`src/rtl/rle_pkg.sv`:
```
package rle_pkg;
    localparam int SAMPLE_W = 16;
    localparam int RUN_W    = 7;
    localparam int LOW_W    = 8;

    function automatic logic [RUN_W-1:0] word_count(input logic [15:0] w);
        return w[7:1];
    endfunction

    function automatic logic [SAMPLE_W-1:0] word_sample(input logic [15:0] w);
        return {7'b0, w[0], w[15:8]};
    endfunction
endpackage

```
`src/rtl/rle_limit_calc.sv`:
```
module rle_limit_calc #(
    parameter int CNT_W          = 48,
    parameter int MS_W           = 16,
    parameter int SAMPLES_PER_MS = 100000
) (
    input  logic [CNT_W-1:0] limit_samples,
    input  logic [MS_W-1:0]  limit_ms,
    output logic             lim_en,
    output logic [CNT_W-1:0] lim_val
);
    localparam logic [CNT_W-1:0] RATE = CNT_W'(SAMPLES_PER_MS);

    logic [CNT_W-1:0] time_lim;
    logic             s_en, t_en;

    always_comb begin
        time_lim = CNT_W'(limit_ms) * RATE;
        s_en     = (limit_samples != '0);
        t_en     = (limit_ms != '0);
        lim_en   = s_en | t_en;
        if (s_en && t_en)
            lim_val = (limit_samples < time_lim) ? limit_samples : time_lim;
        else if (s_en)
            lim_val = limit_samples;
        else
            lim_val = time_lim;
    end
endmodule

```
`src/rtl/rle_discard_window.sv`:
```
module rle_discard_window #(
    parameter int DISCARD_BYTES = 65536
) (
    input  logic clk,
    input  logic rst_n,
    input  logic start,
    input  logic accept,
    output logic in_window
);
    localparam int DISCARD_WORDS = (DISCARD_BYTES + 1) / 2;
    localparam int DW = $clog2(DISCARD_WORDS + 1);

    logic [DW-1:0] cnt_d, cnt_q;

    always_comb begin
        in_window = (cnt_q < DW'(DISCARD_WORDS));
        cnt_d     = cnt_q;
        if (start)
            cnt_d = '0;
        else if (accept && in_window)
            cnt_d = cnt_q + DW'(1);
    end

    always_ff @(posedge clk) begin
        if (!rst_n) cnt_q <= '0;
        else        cnt_q <= cnt_d;
    end
endmodule

```
`src/rtl/rle_run_engine.sv`:
```
module rle_run_engine
    import rle_pkg::*;
#(
    parameter int CNT_W = 48
) (
    input  logic                clk,
    input  logic                rst_n,
    input  logic                start,
    input  logic                load,
    input  logic [15:0]         word,
    input  logic                lim_en,
    input  logic [CNT_W-1:0]    lim_val,
    input  logic                out_ready,
    output logic                busy,
    output logic                out_valid,
    output logic [SAMPLE_W-1:0] out_sample,
    output logic                done
);
    typedef struct packed {
        logic [RUN_W-1:0]    run;
        logic [SAMPLE_W-1:0] smp;
        logic [CNT_W-1:0]    emitted;
        logic                done;
    } eng_t;

    eng_t st_d, st_q;
    logic fire, last_beat;

    always_comb begin
        busy       = (st_q.run != '0);
        out_valid  = busy;
        out_sample = st_q.smp;
        done       = st_q.done;
        fire       = out_valid && out_ready;
        last_beat  = lim_en && ((st_q.emitted + CNT_W'(1)) >= lim_val);

        st_d = st_q;
        if (start) begin
            st_d = '0;
        end else begin
            if (fire) begin
                st_d.run     = st_q.run - RUN_W'(1);
                st_d.emitted = st_q.emitted + CNT_W'(1);
                if (last_beat) begin
                    st_d.done = 1'b1;
                    st_d.run  = '0;
                end
            end
            if (load && !st_q.done) begin
                st_d.run = word_count(word);
                st_d.smp = word_sample(word);
            end
        end
    end

    always_ff @(posedge clk) begin
        if (!rst_n) st_q <= '0;
        else        st_q <= st_d;
    end
endmodule

```
`src/rtl/rle_expander.sv`:
```
module rle_expander #(
    parameter int DISCARD_BYTES  = 65536,
    parameter int SAMPLES_PER_MS = 100000,
    parameter int CNT_W          = 48,
    parameter int MS_W           = 16
) (
    input  logic             clk,
    input  logic             rst_n,
    input  logic             start,
    input  logic [CNT_W-1:0] limit_samples,
    input  logic [MS_W-1:0]  limit_ms,
    input  logic             in_valid,
    output logic             in_ready,
    input  logic [15:0]      in_word,
    output logic             out_valid,
    input  logic             out_ready,
    output logic [15:0]      out_sample,
    output logic             done
);
    logic             lim_en;
    logic [CNT_W-1:0] lim_val;
    logic             busy, accept, in_window, load;

    always_comb begin
        in_ready = !busy;
        accept   = in_valid && in_ready && !start;
        load     = accept && !in_window;
    end

    rle_limit_calc #(
        .CNT_W(CNT_W), .MS_W(MS_W), .SAMPLES_PER_MS(SAMPLES_PER_MS)
    ) u_lim (
        .limit_samples(limit_samples),
        .limit_ms     (limit_ms),
        .lim_en       (lim_en),
        .lim_val      (lim_val)
    );

    rle_discard_window #(.DISCARD_BYTES(DISCARD_BYTES)) u_win (
        .clk      (clk),
        .rst_n    (rst_n),
        .start    (start),
        .accept   (accept),
        .in_window(in_window)
    );

    rle_run_engine #(.CNT_W(CNT_W)) u_eng (
        .clk       (clk),
        .rst_n     (rst_n),
        .start     (start),
        .load      (load),
        .word      (in_word),
        .lim_en    (lim_en),
        .lim_val   (lim_val),
        .out_ready (out_ready),
        .busy      (busy),
        .out_valid (out_valid),
        .out_sample(out_sample),
        .done      (done)
    );
endmodule

```
`config.mk`:
```
export PLATFORM = sky130hd
export DESIGN_NAME = rle_expander
export DESIGN_NICKNAME = d
export VERILOG_FILES = /design/src/rtl/rle_pkg.sv /design/src/rtl/rle_limit_calc.sv /design/src/rtl/rle_discard_window.sv /design/src/rtl/rle_run_engine.sv /design/src/rtl/rle_expander.sv
export SDC_FILE = /design/constraint.sdc
export NUM_CORES = 1
export LEC_CHECK = 0
export BUFFER_PORTS_ARGS = -buffer_cell sky130_fd_sc_hd__clkbuf_2
export CAP_MARGIN = 20
export CORE_UTILIZATION = 55
export DETAILED_ROUTE_END_ITERATION = 10
export HOLD_SLACK_MARGIN = 0.03
export PLACE_DENSITY = 0.78
export SLEW_MARGIN = 20
export SYNTH_ARGS = -nofsm -noshare
export SYNTH_HDL_FRONTEND = slang
export SYNTH_SLANG_ARGS = --single-unit
```
`constraint.sdc`:
```
create_clock -name clk -period 8.2 [get_ports clk]
set_input_delay 0 -clock clk [delete_from_list [all_inputs] [get_ports clk]]
set_output_delay 0 -clock clk [all_outputs]
set_load 0.05 [all_outputs]
```
Word level (Yosys, flattened, before mapping)
Index checks and enable logic that the tools add are counted.
- add/subtract/negate cells: 3
- multiplexer cells: 6
- $lt $le $gt $ge: 3
- reductions and logical operators: 18
- multipliers: 1
- bitwise logic cells: 2
- operator list (kind ; number):
    48-bit 2-to-1 mux ; 3
    48-bit by 1-bit adder with 48-bit output, second input constant ; 1
    48-bit greater-or-equal comparator ; 1
    48-bit by 33-bit less-than comparator with 1-bit output ; 1
    48-bit nonzero test ; 1
    16-bit by 12-bit multiplier with 28-bit output, second input constant ; 1
    23-bit 2-to-1 mux ; 1
    16-bit by 1-bit adder with 16-bit output, second input constant ; 1
    16-bit less-than comparator, second input constant ; 1
    16-bit nonzero test ; 1
    7-bit 2-to-1 mux ; 2
    1-bit logical AND ; 8
    7-bit nonzero test ; 1
    7-bit by 1-bit subtractor with 7-bit output, second input constant ; 1
    1-bit zero test ; 4
    2-bit AND reduction ; 1
    2-bit nonzero test ; 1
    2-bit OR reduction ; 1
    1-bit inverter ; 1
    1-bit bitwise OR ; 1
- logic and storage cells: 38
- output and inout bits: 19
- register bits after elaboration: 81

Logic depth before layout (Yosys ltp)
- depth in word-level cells: 9
- depth in mapped cells: 40
- mapped depth without buffers: 37

Hierarchy
Synthesis repeated with hierarchy kept, for this count alone.
- cell total of the unflattened synthesis: 1333
- area, all modules: 10692.8 um2
- modules (own cells, without submodules) (module ; sequential area each (um2) ; area each (um2) ; cells an instance ; instances):
    rle_run_engine ; 1301.2 ; 4949.7 ; 643 ; 1
    rle_limit_calc ; 0.0 ; 4894.7 ; 599 ; 1
    rle_discard_window ; 320.3 ; 822.0 ; 88 ; 1
    rle_expander ; 0.0 ; 26.3 ; 3 ; 1

Worst setup path before layout
Ideal clock, no wire load.
- path type: input to register
- from: in limit_ms[4]
- to: reg u_eng.st_q[67] (netlist bit)
- stages on the path: 38
- arrival: 7.993 ns
- required time: 8.126 ns
- setup slack: 0.133 ns
- cells stage by stage: inv_1 ha_1 ha_1 inv_1 fa_1 inv_1 fa_1 inv_1 fa_1 inv_1 ha_1 nand4_1 or2_2 or3_1 o221ai_1 a41o_1 a21oi_1 xor2_1 (+2 left out) o21ai_0 nor3_1 a21oi_1 a221o_1 o2bb2ai_1 a311o_1 buf_2 buf_4 buf_6 a32oi_1 ha_1 and4_1 a221oi_1 o211ai_1 a211oi_1 a211oi_1 or3b_2 a31oi_1
- longest elaborated chain between the ends: 9
- RTL lines (what ; line ; RTL):
    from (decl) ; rle_expander.sv:11 ; input logic [MS_W-1:0] limit_ms,
    16-bit by 12-bit multiplier with 28-bit output ; rle_limit_calc.sv:17 ; time_lim = CNT_W'(limit_ms) * RATE;
    48-bit by 33-bit less-than comparator with 1-bit output ; rle_limit_calc.sv:22 ; lim_val = (limit_samples < time_lim) ? limit_samples : time_lim;
    48-bit 2-to-1 mux ; rle_limit_calc.sv:22 ;
    48-bit 2-to-1 mux ; rle_limit_calc.sv:21 ; if (s_en && t_en)
    48-bit greater-or-equal comparator ; rle_run_engine.sv:35 ; last_beat = lim_en && ((st_q.emitted + CNT_W'(1)) >= lim_val);
    1-bit logical AND (*) ; rle_run_engine.sv:35 ;
    7-bit 2-to-1 mux (*) ; rle_run_engine.sv:44 ; if (last_beat) begin
    7-bit 2-to-1 mux (*) ; rle_run_engine.sv:41 ; if (fire) begin
    23-bit 2-to-1 mux (*) ; rle_run_engine.sv:49 ; if (load && !st_q.done) begin
    to (signal assigned) ; rle_run_engine.sv:58 ; else st_q <= st_d;
    to (decl) ; rle_run_engine.sv:26 ; eng_t st_d, st_q;
Every way passes the cells marked *; elsewhere a longest branch is shown, timed or not. The select of a mux whose other input is x is not followed.
A chain may end at the register's enable or synchronous reset.

Worst setup path in the final report
- from: in limit_ms[3]
- to: reg u_eng.st_q[67] (netlist bit)
Same word-level chain as after synthesis.

==> flow_summary.json <==
{
  "yosys.area_share.simple": 0.189,
  "ys_top_cells_by_count": "ha_1, inv_1, nand2_1, nor2_1, dfxtp_1",
  "port_buffers": 96,
  "cp_slowest_cell": "fa_1",
  "synth_edf_count": 0,
  "ys_async_sr_fraction": 0,
  "die-width_microns": 138,
  "clk_path_buf_depth": 2,
  "reg2reg_to": "u_eng.st_q[71]",
  "worstReg2RegStart": "u_eng.st_q[3]",
  "cts_tree": "done",
  "cp-startpoint": "limit_ms[3]",
  "p_leak_uw": 0.00608,
  "drt_iter0_drc": 575,
  "synth.top_cell.area_share": 0.237,
  "slowest_delay_ns": 0.56,
  "grt_pass1_vias": 9110,
  "synth_area_sq_mm": 0.0102,
  "synth_mux_area_frac": 0.0200,
  "ys_warn_count": 0,
  "skew_ns": 0.00472,
  "avgSynthCellArea_sq_um": 8.21,
  "p_total_uw": 3540,
  "yosysMostFrequentCell": "ha_1",
  "areaGrowthSynthToFinish_pct": 24.0,
  "crit_required_ns": 8.46,
  "rows": 49,
  "post_drt_via_cell_ratio": 5.57,
  "hp-class": "primary input to register",
  "clk_latency_ns": 0.33,
  "cts_sinks": 81,
  "synthXorXnorAreaFrac": 0.102,
  "numCtsBuffers": 9,
  "synth_fa_ha_area_frac": 0.312,
  "synth_flop_cell": "dfxtp_1",
  "synth_cell_types": 74,
  "yosysSeqAreaShare": 0.159,
  "antenna_cells": 0,
  "synth_top_family_by_area": "adder cells",
  "power.density_mw_per_mm2": 280,
  "fin_util": 0.700,
  "drt_wl_total_mm": 26.1,
  "syn-instance-count": 1240,
  "root_buffer": "clkbuf_16",
  "crit_arrival_ns": 8.39,
  "fin_crit_sh": 0.991,
  "die_y_microns": 138,
  "grt_max_degree": 81,
  "tightestPinTransition_ns": 1.05,
  "grt_pass1_wl_mm": 42.2,
  "clk_pin_slew_worst_paths_ns": 0.06,
  "max_slew_margin": 0.302,
  "routedWlPerCell_microns": 15.6,
  "finalHoldViolations": 0,
  "reg2reg_depth": 16,
  "maxCapViolCount": 0,
  "fin_tns_setup_ns": 0,
  "layout-drive-gt1-share": 0.225,
  "r2r_slack_ns": 3.00,
  "clock.fmax_mhz": 123,
  "slew_viol_final": 0,
  "synthTopCellsByArea": "ha_1, dfxtp_1, fa_1",
  "path_max_fanout": 8,
  "fin_nets": 1757,
  "initial_core_util": 0.565,
  "period_needed_ns": 8.13,
  "fp.dieArea_sq_mm": 0.0191,
  "ys_ff_latch": 81,
  "setup_viol": 0,
  "gr-usage-all-layers": 0.265,
  "cp-start-kind": "primary input",
  "endpoint_kind": "register",
  "antenna_found_initial": 0,
  "vias": 9323,
  "core_area_sq_mm": 0.0180,
  "outcome": "finished clean",
  "globalRouteOverflowTotal": 0,
  "drt-pass1-iter-count": 5,
  "h-tree-depth": 3,
  "route.detailed.drc": 0,
  "ir_drop_mv": 0.201,
  "ant_nets": 0,
  "endpoint": "u_eng.st_q[67]",
  "gp_congestion": 0.943,
  "io_pins": 104,
  "synth-compound-area-share": 0.132,
  "post-dp-hpwl_mm": 20.4,
  "critical_path_class": "primary input to register",
  "synth_top_cell_by_area": "ha_1"
}
## cell usage in the layout (no fill, tap or decap), types with 23 or more instances in the layout
cell type,n
nand3_1,37
ha_4,24
a21oi_1,64
inv_1,152
fa_1,38
xnor2_1,54
a21o_1,23
xor2_1,62
nand2_1,104
ha_1,164
o21ai_0,31
nor2_1,83
or3_1,26
dfxtp_1,81
clkbuf_2,93
buf_4,120
nand4_1,34
## metrics by stage
stage                     area, sq um  hold WS, ns  setup slack (ns)  std cells
after floorplan                 10200        0.136             0.133       1246
after global placement          11600        0.223            -0.315       1635
final                           12600       0.0557            0.0713       1675
after CTS                       12200       0.0469            0.0196       1670
after global routing            12600        0.103            -0.161       1675
after detailed placement        11600        0.233            -0.566       1635
## final cells by class
cell class / count / area (sq um)
tap: 229 / 287
clock inverter: 4 / 73.8
inverter: 158 / 593
clock buffer: 12 / 267
multi-input combinational: 957 / 8210
fill: 1450 / 5400
sequential: 81 / 1620
timing repair buffer: 234 / 1580
## per-layer routing
metal	vias to the layer above	wire length, microns	global-route usage
met1	4400	11000	0.320
met5	-	0	0
li1	4694	-	-
met4	0	922	0.0989
met2	176	13500	0.489
met3	53	697	0.0184
## cells by family after synthesis
| logic type | count (synthesis) |
|---|---|
| other cells | 1 |
| flops | 81 |
| fa+ha+maj | 231 |
| compound gates | 208 |
| buf+inv | 208 |
| mux | 19 |
| xor+xnor | 118 |
| simple gates | 374 |
## flip-flops by register name (all words and copies together) (netlist names)
name              cells
u_eng.st_q           55
u_win.cnt_q          16
u_eng.out_sample      9
u_eng.done            1
## worst max-delay path: cells and delay by family
family,cells,cell delay (ns)
AOI/OAI and AO/OA,16,2.86
adders and majority gates,8,2.75
and+or+nand+nor,5,1.41
buffers and inverters,7,0.85
xor gates and xnor gates,2,0.34
muxes,1,0.12
## what timing repair did
item | in CTS | in global routing
hold endpoints to repair | 16 | 0
endpoints found under the setup margin | 8 | 8
hold buffers | 16 | 0
setup buffers | 3 | 5
pin swaps | 7 | 35
resized for setup | 11 | 71
## report_power, final
group | internal [uW] | switching (uW) | leakage (uW) | total (uW)
Clock | 292 | 159 | 0.000169 | 451
Combinational | 1310 | 1380 | 0.00526 | 2690
Sequential | 394 | 0.206 | 0.000652 | 394
Total | 1990 | 1540 | 0.00608 | 3540
## worst min path at each step
| stage | start | to | cells past startpoint |
|---|---|---|---|
| 2_1_floorplan | in_word[8] | u_eng.out_sample[0] | 2 |
| 3_3_place_gp | in_word[8] | u_eng.out_sample[0] | 3 |
| 3_5_place_dp | in_word[10] | u_eng.out_sample[2] | 3 |
| 4_1_cts | start | u_win.cnt_q[0] | 4 |
| 5_1_grt | in_word[7] | u_eng.st_q[71] | 4 |
| 6_report | start | u_win.cnt_q[0] | 4 |
No activity file was read; power rests on OpenSTA's default activity.
